## src/rtl/rxr_pkg.sv

```systemverilog
package rxr_pkg;
  typedef enum logic [1:0] {
    RX_IDLE  = 2'd0,
    RX_START = 2'd1,
    RX_BITS  = 2'd2
  } rx_state_e;
endpackage

```

## src/rtl/rxr_sync.sv

```systemverilog
module rxr_sync #(
  parameter int STAGES = 2
) (
  input  logic clk,
  input  logic rst,
  input  logic d,
  output logic q
);
  logic [STAGES-1:0] ff_q;

  generate
    for (genvar g = 0; g < STAGES; g++) begin : g_stage
      if (g == 0) begin : g_first
        always_ff @(posedge clk) begin
          if (rst) ff_q[g] <= 1'b1;
          else     ff_q[g] <= d;
        end
      end else begin : g_next
        always_ff @(posedge clk) begin
          if (rst) ff_q[g] <= 1'b1;
          else     ff_q[g] <= ff_q[g-1];
        end
      end
    end
  endgenerate

  assign q = ff_q[STAGES-1];
endmodule

```

## src/rtl/rxr_phase.sv

```systemverilog
module rxr_phase #(
  parameter int SPB_NORM = 16,
  parameter int SPB_FAST = 8,
  parameter int CNT_W    = 5
) (
  input  logic             clk,
  input  logic             rst,
  input  logic             tick,
  input  logic             fast,
  input  logic             restart,
  output logic             is_lo,
  output logic             is_mid,
  output logic             is_hi,
  output logic [CNT_W-1:0] cnt_q
);
  logic [CNT_W-1:0] spb;
  logic [CNT_W-1:0] lo;
  logic [CNT_W-1:0] nxt;

  always_comb begin
    spb = fast ? CNT_W'(SPB_FAST) : CNT_W'(SPB_NORM);
    lo  = spb >> 1;
    if (restart || cnt_q >= spb) nxt = CNT_W'(1);
    else                         nxt = cnt_q + CNT_W'(1);
    is_lo  = (nxt == lo);
    is_mid = (nxt == lo + CNT_W'(1));
    is_hi  = (nxt == lo + CNT_W'(2));
  end

  always_ff @(posedge clk) begin
    if (rst)       cnt_q <= '0;
    else if (tick) cnt_q <= nxt;
  end
endmodule

```

## src/rtl/rxr_vote.sv

```systemverilog
module rxr_vote (
  input  logic clk,
  input  logic rst,
  input  logic tick,
  input  logic din,
  input  logic is_lo,
  input  logic is_mid,
  output logic maj
);
  logic s_lo_q;
  logic s_mid_q;

  always_ff @(posedge clk) begin
    if (rst) begin
      s_lo_q  <= 1'b1;
      s_mid_q <= 1'b1;
    end else if (tick) begin
      if (is_lo)  s_lo_q  <= din;
      if (is_mid) s_mid_q <= din;
    end
  end

  assign maj = (s_lo_q & s_mid_q) | (s_lo_q & din) | (s_mid_q & din);
endmodule

```

## src/rtl/uart_rx_recover.sv

```systemverilog
module uart_rx_recover
  import rxr_pkg::*;
#(
  parameter int DATA_W      = 8,
  parameter int SPB_NORM    = 16,
  parameter int SPB_FAST    = 8,
  parameter int SYNC_STAGES = 2
) (
  input  logic              clk,
  input  logic              rst,
  input  logic              smp_tick,
  input  logic              fast_mode,
  input  logic              par_en,
  input  logic              par_odd,
  input  logic              rx_in,
  output logic [DATA_W-1:0] rx_data,
  output logic              rx_valid,
  output logic              par_err,
  output logic              frm_err
);
  localparam int CNT_W = $clog2(SPB_NORM + 1);
  localparam int IDX_W = $clog2(DATA_W + 3);

  logic              rx_s;
  logic              is_lo, is_mid, is_hi;
  logic [CNT_W-1:0]  cnt_q;
  logic              maj;
  rx_state_e         state_q;
  logic              armed_q;
  logic [IDX_W-1:0]  idx_q;
  logic [DATA_W-1:0] shift_q;
  logic              par_q;
  logic              restart;

  assign restart = (state_q == RX_IDLE);

  rxr_sync #(.STAGES(SYNC_STAGES)) u_sync (
    .clk(clk), .rst(rst), .d(rx_in), .q(rx_s)
  );

  rxr_phase #(.SPB_NORM(SPB_NORM), .SPB_FAST(SPB_FAST), .CNT_W(CNT_W)) u_phase (
    .clk(clk), .rst(rst), .tick(smp_tick), .fast(fast_mode), .restart(restart),
    .is_lo(is_lo), .is_mid(is_mid), .is_hi(is_hi), .cnt_q(cnt_q)
  );

  rxr_vote u_vote (
    .clk(clk), .rst(rst), .tick(smp_tick), .din(rx_s),
    .is_lo(is_lo), .is_mid(is_mid), .maj(maj)
  );

  always_ff @(posedge clk) begin
    if (rst) begin
      state_q  <= RX_IDLE;
      armed_q  <= 1'b0;
      idx_q    <= '0;
      shift_q  <= '0;
      par_q    <= 1'b0;
      rx_data  <= '0;
      rx_valid <= 1'b0;
      par_err  <= 1'b0;
      frm_err  <= 1'b0;
    end else begin
      rx_valid <= 1'b0;
      if (smp_tick) begin
        unique case (state_q)
          RX_IDLE: begin
            if (rx_s)         armed_q <= 1'b1;
            else if (armed_q) state_q <= RX_START;
          end
          RX_START: begin
            if (is_hi) begin
              if (!maj) begin
                state_q <= RX_BITS;
                idx_q   <= '0;
              end else begin
                state_q <= RX_IDLE;
                armed_q <= 1'b0;
              end
            end
          end
          RX_BITS: begin
            if (is_hi) begin
              idx_q <= idx_q + IDX_W'(1);
              if (idx_q < IDX_W'(DATA_W)) begin
                shift_q <= {maj, shift_q[DATA_W-1:1]};
              end else if (idx_q == IDX_W'(DATA_W) && par_en) begin
                par_q <= maj;
              end else begin
                rx_data  <= shift_q;
                par_err  <= par_en & ((^shift_q ^ par_q) != par_odd);
                frm_err  <= ~maj;
                rx_valid <= 1'b1;
                state_q  <= RX_IDLE;
                armed_q  <= 1'b1;
              end
            end
          end
          default: state_q <= RX_IDLE;
        endcase
      end
    end
  end
endmodule

```

## config.mk

```make
export PLATFORM = sky130hd
export DESIGN_NAME = uart_rx_recover
export DESIGN_NICKNAME = d
export VERILOG_FILES = /design/src/rtl/rxr_pkg.sv /design/src/rtl/rxr_sync.sv /design/src/rtl/rxr_phase.sv /design/src/rtl/rxr_vote.sv /design/src/rtl/uart_rx_recover.sv
export SDC_FILE = /design/constraint.sdc
export NUM_CORES = 1
export LEC_CHECK = 0
export BUFFER_PORTS_ARGS = -buffer_cell sky130_fd_sc_hd__buf_2
export CORE_MARGIN = 2
export CORE_UTILIZATION = 35
export CTS_CLUSTER_DIAMETER = 150
export DETAILED_ROUTE_END_ITERATION = 8
export PLACE_DENSITY_LB_ADDON = 0.08
export SLEW_MARGIN = 15
export SYNTH_ARGS = -nofsm -noshare
export SYNTH_HDL_FRONTEND = slang
export SYNTH_SLANG_ARGS = --single-unit
```

## constraint.sdc

```tcl
create_clock -name clk -period 2.7 [get_ports clk]
set_input_delay 0.135 -clock clk [delete_from_list [all_inputs] [get_ports clk]]
set_output_delay 0.135 -clock clk [all_outputs]
set_load 0.005 [all_outputs]
```

==> summary.txt <==
Outcome
  – Status: finished clean

Floorplan
  – Starting Density: ~36%
  – Total die area: between 6000 and 7000 um2
  – Std cell rows: 27
  – Core area: approximately 5500 um2
  – Die Wd: approximately 79 um
  – I/O pin count: 18
  – Die Y: around 79 um

Place
  – Pre-CTS setup slack: 281 ps
  – Detail Placement HPWL: about 3.1 mm
  – RePlAce Congestion: approximately 0.8
  – # port buffers: 17
  – Placed cells: around 320

Timing
  – Fmax: a little over 400 MHz
  – Slew Limit Fails: 0
  – Worst-margin pin slew: ~500 ps
  – Clock skew: between 10 and 15 ps
  – Min cycle time layout: approximately 2400 ps
  – Final hold violations: 0
  – Tcrit/Tclk final: approximately nine tenths
  – RSZ-0062 raised after global routing: no
  – Setup-failing EPs final: 0
  – Setup slack after layout: roughly 260 ps
  – Setup_tns: 0 ps
  – Rel. slew slack: 66.4%

Final layout
  – Nets: between 200 and 300
  – Synth-to-layout area growth: 12.6%
  – Non-filler instance count after layout: between 300 and 400
  – Most frequent cells in the layout: dfxtp_1, a21oi_1, o31ai_1, nand4_1, buf_2
  – Share of cells above drive strength 1: between 10 and 15%
  – Diode count: 0
  – Filler cells: between 500 and 600
  – Commonest non-fill, non-tap cell in the layout: dfxtp_1

Global route
  – Largest net degree at the start of global routing: 33
  – First-pass GRT wire length: around 8.2 mm
  – Overflow after GRT: 0
  – Number of global-route vias before repair: ~1600
  – GRT Total Usage: between 10% and 20%
  – Initial antenna violation count: 0

Routing
  – DR pass1 iterations: 4
  – Routed Antenna Nets: 0
  – Post-DR wirelength/cell: approximately 15 um
  – Final wirelength: around 5 mm
  – DRC violations left: 0
  – Via count: ~1800
  – Number of vias per cell: ~5.7
  – Initial DRC count: 210

Critical path
  – Worst setup EP type: flop
  – Cells on worst reg2reg path: 5
  – Crit Path Max Fanout: 13
  – CP Buf/Inv Count: 0
  – Largest delay share family, worst path: simple AND/OR/NAND/NOR gates
  – Startpoint Class: flop
  – WP data required: 2900 ps
  – Critical Path, Cell by Cell: ha_1, or4b_1, a32o_2, or4_1, a211oi_1
  – Worst path arrival time: roughly 2600 ps
  – Slowest-stage cell, CP: or4b_1
  – Critical path class: reg2reg
  – CP Depth: 5
  – Max incr delay on CP: between 500 and 600 ps

Yosys
  – Syn Std Cell Area: 1980 um2
  – Sequential share of the synthesized area: between 30% and 40%
  – Syn_nets: between 200 and 300
  – Mean post-synth cell area: around 8.3 um2
  – Synth Register Bits: 36
  – Post-synthesis cell type count: 42
  – Yosys warns: 0
  – Async set or reset register ratio after synthesis: 0%
  – Number of flops mapped to enable cells by yosys: 0
  – Most used DFF post-synth: dfxtp_1
  – Post-Synthesis Cells: 240

Pwr
  – Peak supply drop: around 0.27 mV
  – PwrDens: between 400 and 500 nW/um2
  – Clock power frac: 39.5%
  – Power Internal: roughly 740 uW
  – Sw Share: between 20% and 30%
  – Combinational Power Share: roughly 4.8%
  – Sequential cell fraction of total power: 55.7%
  – Psw: between 200 and 250 uW
  – P_leak: 0.000755 uW

Clock tree
  – CTS buffer count: 5
  – Post-CTS Resized: 0
  – CTS tree: built
  – Clock Latency Late Sink: around 290 ps
  – CTS Root Cell: clkbuf_8
  – H-tree levels: 2
  – Clk sinks: 36
  – Maximum root-to-sink buffer count: 2
  – Worst-path clk slew: around 80 ps
  – Setup bufs post-CTS: 0
  – Post-CTS Hold Buffers: 0

Min path
  – WHS Path Cells: 2
  – Hold WC Path Type: in2reg

Job
  – Max Cap Viol: 0
sequential cells by signal (all words and copies together) (netlist names):
name and flops:
armed_q 1, frm_err 1, idx_q 4, par_err 1, par_q 1, rx_data 8, rx_valid 1, shift_q 8
state_q 2, u_phase.cnt_q 5, u_sync.ff_q 1, u_sync.q 1, u_vote.s_lo_q 1, u_vote.s_mid_q 1
cells by family (layout without fill, tap and decap cells):
kind of cell               Yosys count  count (layout)  synth area share (%)
and+or+nand+nor                     85              85                  24.7
AOI/OAI and AO/OA                   74              74                  24.5
DFF                                 36              36                  36.3
buffers and inverters               30              41                  5.93
adders and majority gates            7               7                  4.29
xor gates and xnor gates             7               7                  3.79
muxes                                1               1                 0.505
power by group through the flow:
| stage | Sequential (uW) | Clock, uW | Combinational, uW |
|---|---|---|---|
| 2_1_floorplan | 548 | 0 | 31.1 |
| 3_3_place_gp | 550 | 0 | 47.0 |
| 3_5_place_dp | 550 | 0 | 46.4 |
| 4_1_cts | 538 | 400 | 46.5 |
| 5_1_grt | 539 | 418 | 52.2 |
| 6_report | 538 | 382 | 46.6 |
routing by layer:
| metal | global-route usage, % | share of wire (%) |
|---|---|---|
| met5 | 0 | 0 |
| met4 | 5.34 | 0.48 |
| met3 | 3.52 | 3.4 |
| met2 | 23.1 | 42 |
| met1 | 25.4 | 54 |
metrics by stage:
step                power, uW  cell area [um2]  hold slack [ps]  utilization [%]
floorplan                 580             1980              239                -
global placement          597             2150              325             39.2
detailed placement        597             2150              326             39.2
CTS                       985             2230             18.4             40.8
global route             1010             2230             18.7             40.8
finish                    966             2230             27.5             40.8
worst paths after layout:
| kind | startpoint | to | slack [ps] |
|---|---|---|---|
| setup / recovery | u_phase.cnt_q[0]$_SDFFE_PP0P_ | armed_q$_SDFFE_PP0P_ | 260 |
| hold reg to reg | u_sync.ff_q[0]$_SDFF_PP1_ | u_sync.q$_SDFF_PP1_ | 410 |
| setup reg to reg | u_phase.cnt_q[0]$_SDFFE_PP0P_ | armed_q$_SDFFE_PP0P_ | 260 |
| hold / removal | rx_in | u_sync.ff_q[0]$_SDFF_PP1_ | 30 |
synthesized netlist by cell type (6+ instances only):
library cell  number  area share [%]
a21oi_1           25             6.3
clkbuf_1          19             3.6
dfxtp_1           36              36
ha_1               6             3.8
inv_1              7             1.3
nand2_1           15             2.8
nand3_1            9             2.3
nand4_1           19             6.0
nor2b_1            7             2.2
nor3_1             7             1.8
o21ai_0            8             2.0
o31ai_1           19             7.2
xnor2_1            6             2.6
area by class of cell:
type,instances,area [um2],share of cell area [%]
Timing Repair Buffer,26,165,7.40
Clock inverter,1,8.76,0.392
Tap cell,72,90.1,4.04
Inverter,7,26.3,1.18
Sequential cell,36,721,32.3
Multi-Input combinational cell,174,1140,51.3
Clock buffer,7,76.3,3.42
Power figures use the tool's default switching activity.
